<file path="src/rtl/irqcm_pkg.sv">
package irqcm_pkg;

  // Next state of one request latch: an enabled event sets it; a clear
  // request empties it only when the cause is absent; otherwise it holds.
  function automatic logic latch_next(input logic cur, input logic ev,
                                      input logic en, input logic clr);
    if (ev && en)       return 1'b1;
    else if (clr && !ev) return 1'b0;
    else                return cur;
  endfunction

  // Active-low request from latches gated by their enables.
  function automatic logic req_low(input logic [63:0] pend,
                                   input logic [63:0] mask);
    return ~|(pend & ~mask);
  endfunction

endpackage

</file>
<file path="src/rtl/irqcm_chg_det.sv">
module irqcm_chg_det #(
  parameter int W = 6
) (
  input  logic         clk,
  input  logic         rst_n,
  input  logic [W-1:0] stat_i,
  output logic [W-1:0] chg_o
);
  logic [W-1:0] prev_q;
  logic         primed_q;

  always_ff @(posedge clk or negedge rst_n) begin
    if (!rst_n) begin
      prev_q   <= '0;
      primed_q <= 1'b0;
    end else begin
      prev_q   <= stat_i;
      primed_q <= 1'b1;
    end
  end

  assign chg_o = primed_q ? (stat_i ^ prev_q) : '0;
endmodule

</file>
<file path="src/rtl/irqcm_mask_reg.sv">
module irqcm_mask_reg #(
  parameter int W = 8
) (
  input  logic         clk,
  input  logic         rst_n,
  input  logic         we_i,
  input  logic [W-1:0] wdata_i,
  output logic [W-1:0] mask_o
);
  always_ff @(posedge clk or negedge rst_n) begin
    if (!rst_n)    mask_o <= '0;
    else if (we_i) mask_o <= wdata_i;
  end
endmodule

</file>
<file path="src/rtl/irqcm_src_latch.sv">
module irqcm_src_latch
  import irqcm_pkg::*;
(
  input  logic clk,
  input  logic rst_n,
  input  logic ev_i,
  input  logic en_i,
  input  logic clr_i,
  output logic pend_o
);
  always_ff @(posedge clk or negedge rst_n) begin
    if (!rst_n) pend_o <= 1'b0;
    else        pend_o <= latch_next(pend_o, ev_i, en_i, clr_i);
  end
endmodule

</file>
<file path="src/rtl/irq_clrmask_ctl.sv">
module irq_clrmask_ctl
  import irqcm_pkg::*;
#(
  parameter int NSTAT = 6
) (
  input  logic                 clk,
  input  logic                 rst_n,
  input  logic [NSTAT-1:0]     stat_i,
  input  logic                 es_over_i,
  input  logic                 es_under_i,
  input  logic                 clr_we_i,
  input  logic [NSTAT+1:0]     clr_wdata_i,
  output logic [NSTAT+1:0]     pend_o,
  output logic                 irq_n_o
);
  localparam int NSRC   = NSTAT + 2;
  localparam int OV_IDX = NSTAT;
  localparam int UN_IDX = NSTAT + 1;

  logic [NSTAT-1:0] chg_w;
  logic [NSRC-1:0]  ev_w;
  logic [NSRC-1:0]  mask_q;
  logic [NSRC-1:0]  clr_eff_w;
  logic [63:0]      pend_ext_w;
  logic [63:0]      mask_ext_w;

  irqcm_chg_det #(.W(NSTAT)) u_chg (
    .clk(clk), .rst_n(rst_n), .stat_i(stat_i), .chg_o(chg_w)
  );

  irqcm_mask_reg #(.W(NSRC)) u_mask (
    .clk(clk), .rst_n(rst_n), .we_i(clr_we_i), .wdata_i(clr_wdata_i),
    .mask_o(mask_q)
  );

  always_comb begin
    ev_w = '0;
    ev_w[NSTAT-1:0] = chg_w;
    ev_w[OV_IDX]    = es_over_i;
    ev_w[UN_IDX]    = es_under_i;
  end

  assign clr_eff_w = mask_q | (clr_wdata_i & {NSRC{clr_we_i}});

  for (genvar i = 0; i < NSRC; i++) begin : g_src
    irqcm_src_latch u_lat (
      .clk(clk), .rst_n(rst_n), .ev_i(ev_w[i]), .en_i(~mask_q[i]),
      .clr_i(clr_eff_w[i]), .pend_o(pend_o[i])
    );
  end

  always_comb begin
    pend_ext_w = '0;
    mask_ext_w = '0;
    pend_ext_w[NSRC-1:0] = pend_o;
    mask_ext_w[NSRC-1:0] = mask_q;
  end

  always_ff @(posedge clk or negedge rst_n) begin
    if (!rst_n) irq_n_o <= 1'b1;
    else        irq_n_o <= req_low(pend_ext_w, mask_ext_w);
  end
endmodule

</file>
<file path="config.mk">
export PLATFORM = sky130hd
export DESIGN_NAME = irq_clrmask_ctl
export DESIGN_NICKNAME = d
export VERILOG_FILES = /design/src/rtl/irqcm_pkg.sv /design/src/rtl/irqcm_chg_det.sv /design/src/rtl/irqcm_mask_reg.sv /design/src/rtl/irqcm_src_latch.sv /design/src/rtl/irq_clrmask_ctl.sv
export SDC_FILE = /design/constraint.sdc
export NUM_CORES = 1
export LEC_CHECK = 0
export BUFFER_PORTS_ARGS = -buffer_cell sky130_fd_sc_hd__buf_4
export CORE_AREA = 2 2 54 56
export DETAILED_ROUTE_END_ITERATION = 12
export DIE_AREA = 0 0 56 58
export SLEW_MARGIN = 10
export SYNTH_ARGS = -nofsm -noshare
export SYNTH_HDL_FRONTEND = slang
export SYNTH_SLANG_ARGS = --single-unit
</file>
<file path="constraint.sdc">
create_clock -name clk -period 1.2 [get_ports clk]
set_clock_uncertainty 0.2 [all_clocks]
set_input_delay 0.06 -clock clk [delete_from_list [all_inputs] [get_ports clk]]
set_output_delay 0.06 -clock clk [all_outputs]
set_load 0.02 [all_outputs]
</file>
=== Word level (Yosys, flattened, before mapping) ===
Cells that the tools add are included.

* Multiplexer cells: 17
* Bitwise logic cells: 13
* Reduce and logical (&&, ||, !) cells: 34

{| class="wikitable"
|+ Operators with widths
! cell !! count
|-
| $and 8x64->64 || 1
|-
| $not 8->64 || 1
|-
| $reduce_or 64->1 || 1
|-
| $logic_and 1x1->1 || 16
|-
| $mux 1 || 16
|-
| $reduce_bool 2->1 || 8
|-
| $logic_not 1->1 || 9
|-
| $and 8x8->8 || 1
|-
| $not 1->1 || 8
|-
| $or 8x8->8 || 1
|-
| $mux 6 || 1
|-
| $xor 6x6->6 || 1
|}

* Flip-flop bits (word level): 24
* Output and inout port bits: 9

=== Depth between registers and ports, before layout ===
* Depth in word-level cells: 6
* Depth in mapped cells: 5
* Depth with buffers taken out: 3

=== Modules after synthesis ===
A second synthesis with hierarchy kept.

* Cell total of the unflattened synthesis: 100
* Area total of the unflattened synthesis: 1,086.0 um2

{| class="wikitable"
|+ By module, submodules not included
! module !! instances !! cells an instance !! area an instance (um2) !! sequential area each (um2)
|-
| irqcm_mask_reg || 1 || 17 || 331.6 || 200.2
|-
| irqcm_src_latch || 8 || 4 || 38.8 || 25.0
|-
| irqcm_chg_det || 1 || 20 || 269.0 || 175.2
|-
| irq_clrmask_ctl || 1 || 31 || 175.2 || 26.3
|}

=== Worst setup path before layout ===
No wires, ideal clock.

* Kind: register -> register
* From: register g_src[1].u_lat.pend_o
* To: register irq_n_o
* Library setup time: 0.090 ns
* Arrival time: 0.769 ns
* Data required time: 0.910 ns
* Slack: 0.141 ns
* Stages on the path, launching flop included: 4
* Clock period less this slack: 1.059 ns
* Cells stage by stage: dfrtp_1 nand2b_1 o2111ai_1 nor4_2

* Word-level cells in the longest chain between the ends: 3

{| class="wikitable"
|+ RTL lines
! what !! RTL line !! source
|-
| start: declaration || irqcm_src_latch.sv:9 || <nowiki>output logic pend_o</nowiki>
|-
| start signal: assignment || irqcm_src_latch.sv:13 || <nowiki>else pend_o <= latch_next(pend_o, ev_i, en_i, clr_i);</nowiki>
|-
| $and 8x64->64 || irqcm_pkg.sv:15 || <nowiki>return ~|(pend & ~mask);</nowiki>
|-
| $reduce_or 64->1 || irqcm_pkg.sv:15 ||
|-
| $logic_not 1->1 || irqcm_pkg.sv:15 ||
|-
| end signal: assignment || irq_clrmask_ctl.sv:61 || <nowiki>else irq_n_o <= req_low(pend_ext_w, mask_ext_w);</nowiki>
|-
| end: declaration || irq_clrmask_ctl.sv:14 || <nowiki>output logic irq_n_o</nowiki>
|}

No other way between the ends.
A chain may end at the register's enable or synchronous reset.

=== Worst setup path after layout ===
* From: register irq_n_o
* To: output port irq_n_o

No word-level cell between the ends.

==> implementation parameters <==
Parameter                              Value

Synthesis
  Biggest area consumer among synthesized cells    sky130_fd_sc_hd__dfrtp_1
  Syn nets    roughly 110
  Multiplexer area fraction after synthesis    0.0329
  Combinational family with the most area after synthesis    compound AO/OA/AOI/OAI gates
  Average footprint of a synthesized cell    approximately 11 sq um
  Synthesized-area fraction occupied by xor and xnor cells    0.0512
  Share of synthesized cell area in full adder, half adder and majority cells    0
  Gate count after technology mapping    a little over 90
  Cell variety after synth    24
  Fraction of post-synthesis cell area in the top cell type by area    0.561
  Post-synthesis sequential element count    24
  Share of synthesized cell area in and, or, nand and nor gates    0.101
  Synth Cell Area    around 1000 sq um
  Fraction of the mapped netlist area in compound gates    0.128
  Sequential cell area fraction in the yosys report    0.587
  Total number of yosys warnings    0
  Leading cell types by total area after synthesis    sky130_fd_sc_hd__dfrtp_1 (56%), sky130_fd_sc_hd__buf_4 (5.9%), sky130_fd_sc_hd__o21ai_1 (4.9%)

Clock network
  CTS H-tree depth    1
  Clock edge transition at the registers on the reported setup and hold paths    about 130 ps
  Clock tree from TritonCTS    done
  Clock Root Buffer    sky130_fd_sc_hd__clkbuf_4
  Clock tree buffer depth    2
  Sinks on the clock net    24
  Skew-Pair Late Insertion Delay    around 310 ps
  Total CTS buffers    3
  Post-CTS Hold Buffers    18

Placement
  Final estimated routing congestion in global placement    0.717
  HPWL Detailed    approximately 1300 microns
  Post-place setup slack    about 66 ps
  Number of buffer cells added on primary ports    27

STA
  Achievable clock frequency    0.813 GHz
  Clock period minus final worst setup slack    approximately 1200 ps
  Unrepaired setup endpoints after global routing    yes
  Slew Limit Fails    0
  Finish-stage setup viols    1
  Final hold violation count    23
  Worst Setup Slack, final    -29.6 ps
  Worst slack on hold paths    -32.0 ps
  Share of the clock period used by the worst path    1.02

Setup path
  Critical path's slowest cell    sky130_fd_sc_hd__dfstp_2
  CP cell instances    buf_6
  Gate family responsible for the most delay along the worst path    flip-flops
  R2R cell count    2
  Startpoint-to-endpoint class of the critical path    register to primary output
  Data arrival, critical path    between 900 and 1000 ps
  Slowest stage delay, CP    roughly 550 ps
  Endpoint class of the critical path    primary output
  Data required time of the critical path    about 940 ps
  Critical path startpoint category    register
  CP max FO    1
  WP buf/inv    1
  Path length in cells of the critical path    1

Run status
  Run status    finished, violations left
  Violated checks    negative hold slack, negative setup slack

Cells and area
  Fill cells    231
  Layout cell share with drive strength beyond 1    0.278
  Final #Nets    ~150
  Antenna cell count    0
  Post-synthesis to final-layout area growth    40.5%
  Layout Utilization    0.541

Global route
  Vias in the first global route    a little under 800
  Total grt overflow    0
  Initial antenna violation count    0
  All-layer global routing usage    0.132
  First-pass GRT wire length    3280 microns
  Pin count of the biggest net entering global routing    25

Die
  Overall die area    3250 sq um
  Top-level I/O count    28
  Initial standard-cell utilization of the core    0.385
  Std cell rows    19
  Die W    56 microns
  Floorplan die height    around 58 microns
  Floorplan core area    around 2700 sq um

Detailed routing
  Remaining number of nets flagged by the antenna check after routing    0
  Routed WL    1900 microns
  Routed WL per cell    ~12 microns
  Via total after detailed routing    756
  Detailed router's first-iteration violation count    18
  DRC errors left    0
  Via-per-instance ratio    4.61
  Count of TritonRoute iterations in the first routing pass    4

Power and ir drop
  Leakage power    approximately 0.00067 uW
  Max VDD drop    roughly 0.00091 V
  Power density normalized to cell area    1260 nW/um^2
  Total power after layout    1820 uW

Run
  Number of maximum-capacitance violations    0

Hold path
  Min-delay worst type    input port to asynchronous set/reset pin
==> sequential cells by signal, summed over array words and instances, names as in the netlist <==
register,count
g_src.u_lat.pend_o,8
irq_n_o,1
u_chg.prev_q,6
u_chg.primed_q,1
u_mask.mask_o,8
==> per-layer routing <==
metal	routed length (microns)	up-vias	share of wire	track usage
li1	-	380	-	-
met1	907	341	0.48	0.168
met2	837	30	0.44	0.217
met3	120	5	0.063	0.0290
met4	35	0	0.018	0.0612
met5	0	-	0	0
==> worst paths after layout <==
check | start | to | slack, ps
worst max-delay path | irq_n_o | irq_n_o | -30
min in group clk | stat_i[1] | u_chg.prev_q[1] | 210
worst min register to register | u_mask.mask_o[1] | u_mask.mask_o[1] | 320
max in group asynchronous | rst_n | irq_n_o | 550
worst max register to register | g_src[2].u_lat.pend_o | irq_n_o | 30
worst min-delay path | rst_n | g_src[6].u_lat.pend_o | -30
==> kinds of logic after synthesis <==
logic type,count (synthesis)
and+or+nand+nor,19
muxes,3
other,1
AOI/OAI and AO/OA,23
DFF,24
xor gates and xnor gates,6
buffers and inverters,16
==> through the flow <==
| step | TNS, ps | area (sq um) | std cells |
|---|---|---|---|
| 2_1_floorplan | 0 | 1030 | 92 |
| 3_3_place_gp | 0 | 1190 | 140 |
| 3_5_place_dp | 0 | 1190 | 140 |
| 4_1_cts | -56.6 | 1410 | 162 |
| 5_1_grt | -152 | 1440 | 164 |
| 6_report | -29.6 | 1440 | 164 |
==> worst register-to-register path, cell delays in order, from the launching register on <==
cell,delay (ps)
sky130_fd_sc_hd__dfrtp_1,440
sky130_fd_sc_hd__a22o_1,240
sky130_fd_sc_hd__nor4_2,210
==> cell type report <==
cell class	instances	area, sq um	share of cell area
flip-flops and latches	24	602	0.418
repair buffers	47	417	0.289
multi-input cells	52	325	0.226
well taps	31	38.8	0.0269
clock buffers	4	36.3	0.0252
inverters	6	22.5	0.0156
==> cells in the mapped netlist <==
master	number
sky130_fd_sc_hd__a31o_1	1
sky130_fd_sc_hd__a22o_1	1
sky130_fd_sc_hd__mux2_1	3
sky130_fd_sc_hd__buf_6	1
sky130_fd_sc_hd__a21oi_1	3
sky130_fd_sc_hd__nand2b_1	6
sky130_fd_sc_hd__buf_4	8
sky130_fd_sc_hd__nand3_1	3
sky130_fd_sc_hd__inv_2	1
sky130_fd_sc_hd__o21ai_1	10
sky130_fd_sc_hd__nor4_2	1
sky130_fd_sc_hd__o21ai_0	5
sky130_fd_sc_hd__a21o_1	2
sky130_fd_sc_hd__xnor2_1	5
sky130_fd_sc_hd__clkinv_1	1
sky130_fd_sc_hd__dfstp_2	1
sky130_fd_sc_hd__inv_1	4
sky130_fd_sc_hd__buf_2	1
sky130_fd_sc_hd__conb_1	1
sky130_fd_sc_hd__nand2_1	7
sky130_fd_sc_hd__nor2b_1	2
sky130_fd_sc_hd__o2111ai_1	1
sky130_fd_sc_hd__dfrtp_1	23
sky130_fd_sc_hd__xor2_1	1
==> repair_timing <==
action,CTS,global route
pin swaps,0,2
buffers inserted,0,2
resized for setup,1,5
endpoints found under the setup margin,1,6
endpoints found under the hold margin,46,23
==> report_power, final <==
| part | switching (uW) | internal, uW | total (uW) |
|---|---|---|---|
| Clock | 233 | 185 | 419 |
| Sequential | 60.4 | 898 | 959 |
| Combinational | 201 | 245 | 446 |
==> layout by cell type, fill, tap and decap left out <==
cell and n:
sky130_fd_sc_hd__buf_4 24, sky130_fd_sc_hd__dfrtp_1 23, sky130_fd_sc_hd__dlygate4sd3_1 18, sky130_fd_sc_hd__o21ai_1 10
sky130_fd_sc_hd__nand2_1 7, sky130_fd_sc_hd__nand2b_1 6, sky130_fd_sc_hd__xnor2_1 5, sky130_fd_sc_hd__o21ai_0 5
sky130_fd_sc_hd__buf_6 5, sky130_fd_sc_hd__inv_1 4, sky130_fd_sc_hd__mux2_1 3, sky130_fd_sc_hd__a21oi_1 3
sky130_fd_sc_hd__nand3_1 3, sky130_fd_sc_hd__clkbuf_4 3, sky130_fd_sc_hd__nor2b_1 2, sky130_fd_sc_hd__inv_2 2
sky130_fd_sc_hd__a21o_1 2, sky130_fd_sc_hd__o2111ai_1 1, sky130_fd_sc_hd__a22o_1 1, sky130_fd_sc_hd__nor4_2 1
sky130_fd_sc_hd__xor2_1 1, sky130_fd_sc_hd__a31o_1 1, sky130_fd_sc_hd__clkbuf_8 1, sky130_fd_sc_hd__dfstp_2 1
sky130_fd_sc_hd__conb_1 1
Power figures use the tool's default switching activity.
